File: config.mk
export PLATFORM = sky130hd
export DESIGN_NAME = ihex_parser
export DESIGN_NICKNAME = d
export VERILOG_FILES = /design/src/rtl/ihex_pkg.sv /design/src/rtl/ihex_hexdig.sv /design/src/rtl/ihex_recbuf.sv /design/src/rtl/ihex_parser.sv
export SDC_FILE = /design/constraint.sdc
export NUM_CORES = 2
export LEC_CHECK = 0
export CAP_MARGIN = 10
export CELL_PAD_IN_SITES_DETAIL_PLACEMENT = 1
export CELL_PAD_IN_SITES_GLOBAL_PLACEMENT = 1
export CORE_ASPECT_RATIO = 0.75
export CORE_MARGIN = 1
export CORE_UTILIZATION = 55
export DETAILED_ROUTE_END_ITERATION = 8
export GPL_ROUTABILITY_DRIVEN = 0
export GPL_TIMING_DRIVEN = 0
export MAX_ROUTING_LAYER = met4
export PLACE_DENSITY_LB_ADDON = 0.1
export SETUP_SLACK_MARGIN = 0.4
export SLEW_MARGIN = 20
export SYNTH_ARGS = -nofsm -noshare
export SYNTH_HDL_FRONTEND = slang
export SYNTH_HIERARCHICAL = 1
export SYNTH_SLANG_ARGS = --single-unit
File: constraint.sdc
create_clock -name clk -period 42 [get_ports clk]
set_clock_uncertainty 0.2 [all_clocks]
set_input_delay 10.5 -clock clk [delete_from_list [all_inputs] [get_ports clk]]
set_output_delay 10.5 -clock clk [all_outputs]
set_load 0.05 [all_outputs]
File: src/rtl/ihex_pkg.sv
package ihex_pkg;

    typedef enum logic [2:0] {
        ST_HUNT,
        ST_COUNT,
        ST_ADDR,
        ST_TYPE,
        ST_DATA,
        ST_SUM,
        ST_DRAIN,
        ST_DONE
    } ihex_state_e;

    localparam logic [7:0] CH_COLON = 8'h3A;
    localparam logic [7:0] RT_DATA  = 8'h00;
    localparam logic [7:0] RT_EOF   = 8'h01;
    localparam logic [7:0] RT_UPPER = 8'h04;

endpackage

File: src/rtl/ihex_hexdig.sv
// ASCII to nibble decode: accepts 0-9, A-F, a-f.
module ihex_hexdig (
    input  logic [7:0] ch,
    output logic [3:0] nib,
    output logic       ok
);
    always_comb begin
        nib = 4'h0;
        ok  = 1'b0;
        if (ch >= 8'h30 && ch <= 8'h39) begin
            nib = ch[3:0];
            ok  = 1'b1;
        end else if ((ch >= 8'h41 && ch <= 8'h46) || (ch >= 8'h61 && ch <= 8'h66)) begin
            nib = ch[3:0] + 4'd9;
            ok  = 1'b1;
        end
    end
endmodule

File: src/rtl/ihex_recbuf.sv
// Record payload store: one write port, one asynchronous read port.
module ihex_recbuf #(
    parameter int DEPTH = 256,
    parameter int WIDTH = 8,
    parameter int AW    = $clog2(DEPTH)
) (
    input  logic             clk,
    input  logic             we,
    input  logic [AW-1:0]    waddr,
    input  logic [WIDTH-1:0] wdata,
    input  logic [AW-1:0]    raddr,
    output logic [WIDTH-1:0] rdata
);
    logic [WIDTH-1:0] mem [DEPTH];

    always_ff @(posedge clk) begin
        if (we) mem[waddr] <= wdata;
    end

    assign rdata = mem[raddr];
endmodule

File: src/rtl/ihex_parser.sv
module ihex_parser #(
    parameter int ADDR_W = 32
) (
    input  logic              clk,
    input  logic              rst_n,
    input  logic              in_valid,
    output logic              in_ready,
    input  logic [7:0]        in_char,
    output logic              out_valid,
    input  logic              out_ready,
    output logic [7:0]        out_data,
    output logic [ADDR_W-1:0] out_addr,
    output logic              eof_done,
    output logic              err_char,
    output logic              err_sum,
    output logic              err_type
);
    import ihex_pkg::*;

    localparam int CNT_W     = 8;
    localparam int LOW_W     = 16;
    localparam int UP_W      = ADDR_W - LOW_W;   // must not exceed LOW_W
    localparam int BUF_DEPTH = 1 << CNT_W;

    ihex_state_e      state_q, state_d;
    logic [3:0]       hi_nib_q;
    logic             have_hi_q;
    logic [CNT_W-1:0] idx_q;
    logic [CNT_W-1:0] cnt_q;
    logic [LOW_W-1:0] rec_addr_q;
    logic [7:0]       rtype_q;
    logic [7:0]       csum_q;
    logic [LOW_W-1:0] ela_q;
    logic [UP_W-1:0]  upper_q;
    logic [CNT_W-1:0] rd_idx_q;
    logic             e_char_q, e_sum_q, e_type_q;

    logic [3:0]       nib;
    logic             is_hex;
    logic             is_colon;
    logic             take;
    logic             in_body;
    logic             byte_done;
    logic [7:0]       byte_val;
    logic [7:0]       sum_next;
    logic             sum_ok;
    logic             rd_last;
    logic             data_last;
    logic [7:0]       buf_rd;

    function automatic logic type_ok(input logic [7:0] t, input logic [CNT_W-1:0] n);
        return (t == RT_DATA) ||
               (t == RT_EOF   && n == '0) ||
               (t == RT_UPPER && n == CNT_W'(2));
    endfunction

    ihex_hexdig u_dig (
        .ch  (in_char),
        .nib (nib),
        .ok  (is_hex)
    );

    ihex_recbuf #(
        .DEPTH (BUF_DEPTH),
        .WIDTH (8)
    ) u_buf (
        .clk   (clk),
        .we    (byte_done && state_q == ST_DATA),
        .waddr (idx_q),
        .wdata (byte_val),
        .raddr (rd_idx_q),
        .rdata (buf_rd)
    );

    assign is_colon  = (in_char == CH_COLON);
    assign take      = in_valid && in_ready;
    assign in_body   = (state_q == ST_COUNT) || (state_q == ST_ADDR) || (state_q == ST_TYPE) ||
                       (state_q == ST_DATA)  || (state_q == ST_SUM);
    assign byte_done = take && in_body && is_hex && have_hi_q;
    assign byte_val  = {hi_nib_q, nib};
    assign sum_next  = csum_q + byte_val;
    assign sum_ok    = (sum_next == 8'h00);
    assign rd_last   = (rd_idx_q == cnt_q - CNT_W'(1));
    assign data_last = (idx_q == cnt_q - CNT_W'(1));

    // Next-state logic
    always_comb begin
        state_d = state_q;
        unique case (state_q)
            ST_HUNT: begin
                if (take && is_colon) state_d = ST_COUNT;
            end
            ST_COUNT, ST_ADDR, ST_TYPE, ST_DATA, ST_SUM: begin
                if (take && !is_hex) begin
                    state_d = is_colon ? ST_COUNT : ST_HUNT;
                end else if (byte_done) begin
                    if (state_q == ST_COUNT) begin
                        state_d = ST_ADDR;
                    end else if (state_q == ST_ADDR) begin
                        if (idx_q == CNT_W'(1)) state_d = ST_TYPE;
                    end else if (state_q == ST_TYPE) begin
                        if (!type_ok(byte_val, cnt_q)) state_d = ST_HUNT;
                        else if (cnt_q == '0)          state_d = ST_SUM;
                        else                           state_d = ST_DATA;
                    end else if (state_q == ST_DATA) begin
                        if (data_last) state_d = ST_SUM;
                    end else begin
                        if (!sum_ok)                                   state_d = ST_HUNT;
                        else if (rtype_q == RT_DATA && cnt_q != '0)    state_d = ST_DRAIN;
                        else if (rtype_q == RT_EOF)                    state_d = ST_DONE;
                        else                                           state_d = ST_HUNT;
                    end
                end
            end
            ST_DRAIN: begin
                if (out_ready && rd_last) state_d = ST_HUNT;
            end
            ST_DONE: state_d = ST_DONE;
        endcase
    end

    // State register
    always_ff @(posedge clk) begin
        if (!rst_n) state_q <= ST_HUNT;
        else        state_q <= state_d;
    end

    // Field and datapath registers
    always_ff @(posedge clk) begin
        if (!rst_n) begin
            hi_nib_q   <= '0;
            have_hi_q  <= 1'b0;
            idx_q      <= '0;
            cnt_q      <= '0;
            rec_addr_q <= '0;
            rtype_q    <= '0;
            csum_q     <= '0;
            ela_q      <= '0;
            upper_q    <= '0;
            rd_idx_q   <= '0;
            e_char_q   <= 1'b0;
            e_sum_q    <= 1'b0;
            e_type_q   <= 1'b0;
        end else begin
            e_char_q <= 1'b0;
            e_sum_q  <= 1'b0;
            e_type_q <= 1'b0;
            if (take && (state_q == ST_HUNT) && is_colon) begin
                have_hi_q <= 1'b0;
                idx_q     <= '0;
                csum_q    <= '0;
            end else if (take && in_body && !is_hex) begin
                e_char_q  <= 1'b1;
                have_hi_q <= 1'b0;
                idx_q     <= '0;
                csum_q    <= '0;
            end else if (take && in_body) begin
                if (!have_hi_q) begin
                    hi_nib_q  <= nib;
                    have_hi_q <= 1'b1;
                end else begin
                    have_hi_q <= 1'b0;
                    csum_q    <= sum_next;
                    if (state_q == ST_COUNT) begin
                        cnt_q <= byte_val;
                        idx_q <= '0;
                    end else if (state_q == ST_ADDR) begin
                        rec_addr_q <= {rec_addr_q[7:0], byte_val};
                        idx_q      <= (idx_q == CNT_W'(1)) ? '0 : idx_q + CNT_W'(1);
                    end else if (state_q == ST_TYPE) begin
                        rtype_q <= byte_val;
                        idx_q   <= '0;
                        if (!type_ok(byte_val, cnt_q)) e_type_q <= 1'b1;
                    end else if (state_q == ST_DATA) begin
                        idx_q <= idx_q + CNT_W'(1);
                        ela_q <= {ela_q[7:0], byte_val};
                    end else begin
                        rd_idx_q <= '0;
                        if (!sum_ok)                 e_sum_q <= 1'b1;
                        else if (rtype_q == RT_UPPER) upper_q <= ela_q[UP_W-1:0];
                    end
                end
            end else if (state_q == ST_DRAIN && out_ready) begin
                rd_idx_q <= rd_idx_q + CNT_W'(1);
            end
        end
    end

    // Outputs
    always_comb begin
        in_ready  = (state_q != ST_DRAIN);
        out_valid = (state_q == ST_DRAIN);
        out_data  = buf_rd;
        out_addr  = {upper_q, rec_addr_q + {{(LOW_W-CNT_W){1'b0}}, rd_idx_q}};
        eof_done  = (state_q == ST_DONE);
        err_char  = e_char_q;
        err_sum   = e_sum_q;
        err_type  = e_type_q;
    end

endmodule

Word-level counts from Yosys, hierarchy flattened
Memory sizes are Yosys's and may differ from the RTL's. A register that Yosys moved wholly into a read port is not among the register bits.
Index checks and enable logic that the tools add are counted.

cells by class
  $add $sub $neg = 6
  order comparisons = 6
  equality and inequality tests = 27
  mux-type cells = 41
  bitwise operators = 9
  reduce and logical (&&, ||, !) cells = 49

operators by type and width
  cell                                                                              number
  8-bit two-way mux                                                                 14
  3-bit two-way mux                                                                 14
  8-bit logical NOT                                                                 4
  8-bit by 1-bit equality test with 1-bit output, second input constant             3
  1-bit logical AND                                                                 18
  16-bit by 8-bit adder with 16-bit output                                          1
  8-bit by 1-bit adder with 8-bit output, second input constant                     2
  8-bit by 3-bit equality test with 1-bit output, second input constant             2
  8-bit equality test                                                               2
  8-bit by 7-bit >= comparator with 1-bit output, second input constant             2
  8-bit by 7-bit less-or-equal comparator with 1-bit output, second input constant  2
  8-bit AND reduction                                                               2
  3-bit equality test, second input constant                                        4
  2-bit inequality test, second input constant                                      6
  3-bit case mux with 4 select lines                                                1
  1-bit two-way mux                                                                 10
  10-bit AND reduction                                                              1
  5-bit AND reduction                                                               2
  1-bit inverter                                                                    9
  9-bit OR reduction                                                                1
  8-bit adder                                                                       1
  8-bit by 2-bit equality test with 1-bit output, second input constant             1
  8-bit by 6-bit equality test with 1-bit output, second input constant             1
  8-bit by 6-bit >= comparator with 1-bit output, second input constant             1
  other kinds (25)                                                                  34

storage, ports and cells
  flip-flop bits (word level) = 99
  bits in writable memories = 2,048
  output and inout bits = 46
  logic and storage cells = 153
  memories kept = 1

memories
  name       words  width  read ports  clocked after memory_dff  wr ports  line               text
  u_buf.mem  256    8      1           1                         1         ihex_recbuf.sv:14  logic [WIDTH-1:0] mem [DEPTH];

Longest topological paths before layout
  depth in word-level cells = 16
  mapped depth = 16

Hierarchy
The synthesis kept the hierarchy.

by module, submodules not included
  module       times used  cells an instance  area each (um^2)  seq. area each (um^2)
  ihex_recbuf  1           3,725              79,396.1          61,499.0
  ihex_parser  1           615                5,382.7           1,981.9
  ihex_hexdig  1           25                 203.9             0.0

Worst setup path before layout
OpenSTA, ideal clock, no wires.

  path type = input to register
  start point = input port in_char[6]
  end point = register upper_q[10]
  library setup time = 128 ps
  data arrival time = 21,652 ps
  slack = 20,020 ps
  stages on the path = 13
  path buffers = 2
  path through = nand4bb_4 -> or3b_1 -> a32oi_1 -> ha_1 -> a211o_1 -> and3_1 -> o311ai_2 -> nor4_2 -> nand4b_1 -> buf_4 -> buf_6 -> mux2i_1 -> nor2_1

RTL lines
  what                                                                                                                         line                text
  start: declaration                                                                                                           ihex_parser.sv:8    input logic [7:0] in_char,
  8-bit by 7-bit >= comparator with 1-bit output or 8-bit by 7-bit less-or-equal comparator with 1-bit output (tied branches)  ihex_hexdig.sv:13   end else if ((ch >= 8'h41 && ch <= 8'h46) || (ch >= 8'h61 && ch <= 8'h66)) begin
  1-bit logical AND                                                                                                            ihex_hexdig.sv:13
  1-bit logical OR                                                                                                             ihex_hexdig.sv:13
  4-bit two-way mux                                                                                                            ihex_hexdig.sv:13
  4-bit two-way mux *                                                                                                          ihex_hexdig.sv:10   if (ch >= 8'h30 && ch <= 8'h39) begin
  via nib[2]                                                                                                                   ihex_parser.sv:38   logic [3:0] nib;
  8-bit adder *                                                                                                                ihex_parser.sv:81   assign sum_next = csum_q + byte_val;
  8-bit logical NOT *                                                                                                          ihex_parser.sv:82   assign sum_ok = (sum_next == 8'h00);
  10-bit AND reduction (no source line) *                                                                                      n/a
  end signal: assignment                                                                                                       ihex_parser.sv:180  else if (rtype_q == RT_UPPER) upper_q <= ela_q[UP_W-1:0];
  end: declaration                                                                                                             ihex_parser.sv:34   logic [UP_W-1:0] upper_q;

Mark *: on every way through the listed nets, which the timed path passes. The rest lies on a longest branch.
A chain may end at the register's enable or synchronous reset.

==> results by group <==
Outcome
  – Outcome: completed

Timing
  – Final period util: 42.2%
  – Setup_tns: 0 ns
  – Setup-failing EPs final: 0
  – Minimum clock period: roughly 18 ns
  – Fmax: ~56 MHz
  – Count of pins over their slew limit: 0
  – Max_slew headroom: 14.0%
  – Setup ws final: 24.27 ns
  – Worst Tran Pin Value: between 1 and 1.5 ns
  – Final Hold Vio Count: 0
  – Unrepaired setup endpoints after global routing: no

CTS
  – CTS H-tree lvls: 4
  – TritonCTS buffer count: 201
  – CTS clk-pin slew, worst paths: ~0.07 ns
  – Clock Path Buffers: 3
  – Worst-skew pair later-pin latency: 0.85 ns
  – CTS Sinks: 2147
  – Setup repair bufs after CTS: 0
  – CTS tree: done
  – Post_cts resized: 0
  – CTS Hold Buffers Added: 0
  – Root buffer cell: clkbuf_16

Floorplanning
  – DIE WIDTH: 456 microns
  – Core Region: 153000 sq um
  – FP Rows: 124
  – Initial Util: 55.6%
  – Boundary pin count: 58
  – Die height: approximately 340 microns
  – Die area: 156000 sq um

Logic synthesis
  – Post-synth cell types: 96
  – Synth cell count leaders: 2048 x edfxtp_1, 454 x mux4_2, 383 x nor2_1
  – Syn Nets: between 4000 and 5000
  – Sequential element share of the synthesized area: 74.7%
  – Area contributors post-synth: edfxtp_1 72%, mux4_2 12%, dfxtp_1 2.3%
  – Most common cell in the netlist: edfxtp_1
  – Post-Synthesis Cells: ~4400
  – Share of the synthesized area in the top cell type: slightly above 70%
  – Most used DFF post-synth: edfxtp_1
  – Area leader, netlist: edfxtp_1
  – Mapped Area: 85000 sq um
  – Synth Area per Inst: 19.5 sq um
  – Post-synthesis sequential element count: 2147
  – Async SR Flop Fraction: 0%
  – Synth warn: 6
  – EDFF count, synth: 2048

Setup path
  – Buf+Inv Stages, Crit Path: 4
  – Worst setup SP type: register
  – Slowest Stage Delay on Critical Path: 1.01 ns
  – CP max-delay cell: nor4_1
  – Required time of the critical path: 31.30 ns
  – Crit path max fanout: 11
  – Critical path class: register to output port
  – CP delay by family, top: buffers and inverters
  – CP Data Arrival Time: 7.03 ns
  – Critical Path Sink Type: output port
  – Cell Chain, Critical Path: buf_2, and2_1, buf_1, clkbuf_2, a22oi_1, a21oi_1, nor3_1, nor4_1, clkdlybuf4s50_1

Power
  – Pwr Total: 4.14 mW
  – Max VDD drop: 42.5 uV
  – Leakage power: 24.9 nW
  – PD cells: 42.9 nW/um^2

Placed design
  – Setup slack at placement: about 24 ns
  – Placed Cells: 6508
  – HPWL after DPL: 195 mm
  – Area post-placement: between 90000 and 100000 sq um
  – Port Buffers: 57

Route
  – Via count: 48500
  – Wirelength per Cell: 40.4 microns
  – Final WL: 279 mm
  – Vias per Instance: 7.02
  – Detailed Routing Iterations Pass 1: 6
  – Drt initial violations: 7850
  – Post-route DRC: 0
  – Final ANT Viol Nets: 0

Finish
  – Register area: 63500 sq um
  – Multi-input logic area: ~20000 sq um
  – Layout cells sized above 1: 20.9%
  – Final Non-Filler Cells: 6901
  – Area grow syn2layout: 13.5%
  – Final Cell Area: 96400 sq um
  – Fillers: 12600
  – # nets final: 4732

Worst hold path
  – Worst min path class: register to register

GRT
  – Grt ovf: 0
  – Global-route wire length before repair: about 380 mm
  – Largest net degree at the start of global routing: 77
  – Vias in the first global route: roughly 48000
  – Gr usage total: roughly 37%
  – Initial antenna violation count: 22

Flow run
  – Total of max-cap violations: 0
metal layers:
layer | part of all wire [%] | GRT usage [%] | up-vias
met5 | 0 | - | -
met4 | 4.5 | 16.0 | 0
met3 | 14 | 12.4 | 590
met2 | 43 | 50.8 | 3512
met1 | 38 | 51.3 | 25800
li1 | - | - | 18600
through the flow:
stage	hold WS, ns	utilization [%]
4_1_cts	0.260	63.1
2_1_floorplan	0.236	-
6_report	0.259	63.1
5_1_grt	0.282	63.1
3_5_place_dp	0.251	58.9
3_3_place_gp	0.244	57.6
placed cells by master, fill, tap and decap left out, types with 39 or more instances in the layout:
master	n
a22oi_1	133
clkdlybuf4s50_1	57
edfxtp_1	2048
nand3_1	43
dfxtp_1	95
buf_2	48
nand2_1	93
clkbuf_16	209
clkinv_2	39
mux2i_1	189
mux4_2	454
clkbuf_1	140
nor2_1	381
o221ai_1	46
buf_16	56
clkinv_1	48
a21oi_1	133
cell type report:
cell class	count	area share (%)
clock inverter	116	0.954
buffer	262	1.70
sequential	2147	65.8
inverter	25	0.0973
clock buffer	256	5.61
antenna	21	0.0545
timing repair buffer	127	2.43
multi-input combinational	1931	20.7
tap	2016	2.62
logic make-up (layout without fill, tap and decap cells):
logic type,after synthesis,in the layout,share of synthesized area [%]
simple gates,717,717,3.95
compound gates,490,490,4.04
buf+inv,287,786,1.98
xor+xnor,52,52,0.602
flops,2147,2147,74.7
other cells,0,21,0
fa+ha+maj,25,25,0.386
mux,647,647,14.3
worst reg2reg max path, cell delays in order (launching register included):
cell	delay, ns
dfxtp_1	0.31
buf_2	0.20
or3_1	0.22
nand4_1	0.32
inv_2	0.20
nand4_1	0.42
inv_2	0.34
buf_1	0.48
clkbuf_1	0.74
buf_1	0.55
nand3_1	0.70
clkbuf_2	0.59
buf_16	0.31
nor2_1	0.77
flip-flops by register name, summed over array words and instances (netlist names):
register / cells
err_type: 1
idx_q: 8
rtype_q: 8
csum_q: 8
have_hi_q: 1
ela_q: 16
state_q: 3
rec_addr_q: 16
err_sum: 1
cnt_q: 8
err_char: 1
hi_nib_q: 4
u_buf/mem: 2048
upper_q: 16
rd_idx_q: 8
where the power goes:
part / total, mW / switching, mW / internal [mW] / leakage [nW]
clock network: 1.79 / 0.800 / 0.987 / 3.08
logic: 0.0322 / 0.0211 / 0.0111 / 6.57
registers: 2.32 / 0.000237 / 2.32 / 15.2
total: 4.14 / 0.821 / 3.32 / 24.9
path summary, 6_finish.rpt:
| kind | startpoint | endpoint | slack, ns | cells past startpoint |
|---|---|---|---|---|
| max | rd_idx_q[2] | out_data[4] | 24.27 | 9 |
| min | ela_q[14] | ela_q[14] | 0.26 | 2 |
| max reg2reg | state_q[0] | u_buf/mem[102][0] | 35.28 | 13 |
| min reg2reg | ela_q[14] | ela_q[14] | 0.26 | 2 |
Power figures use the tool's default switching activity.
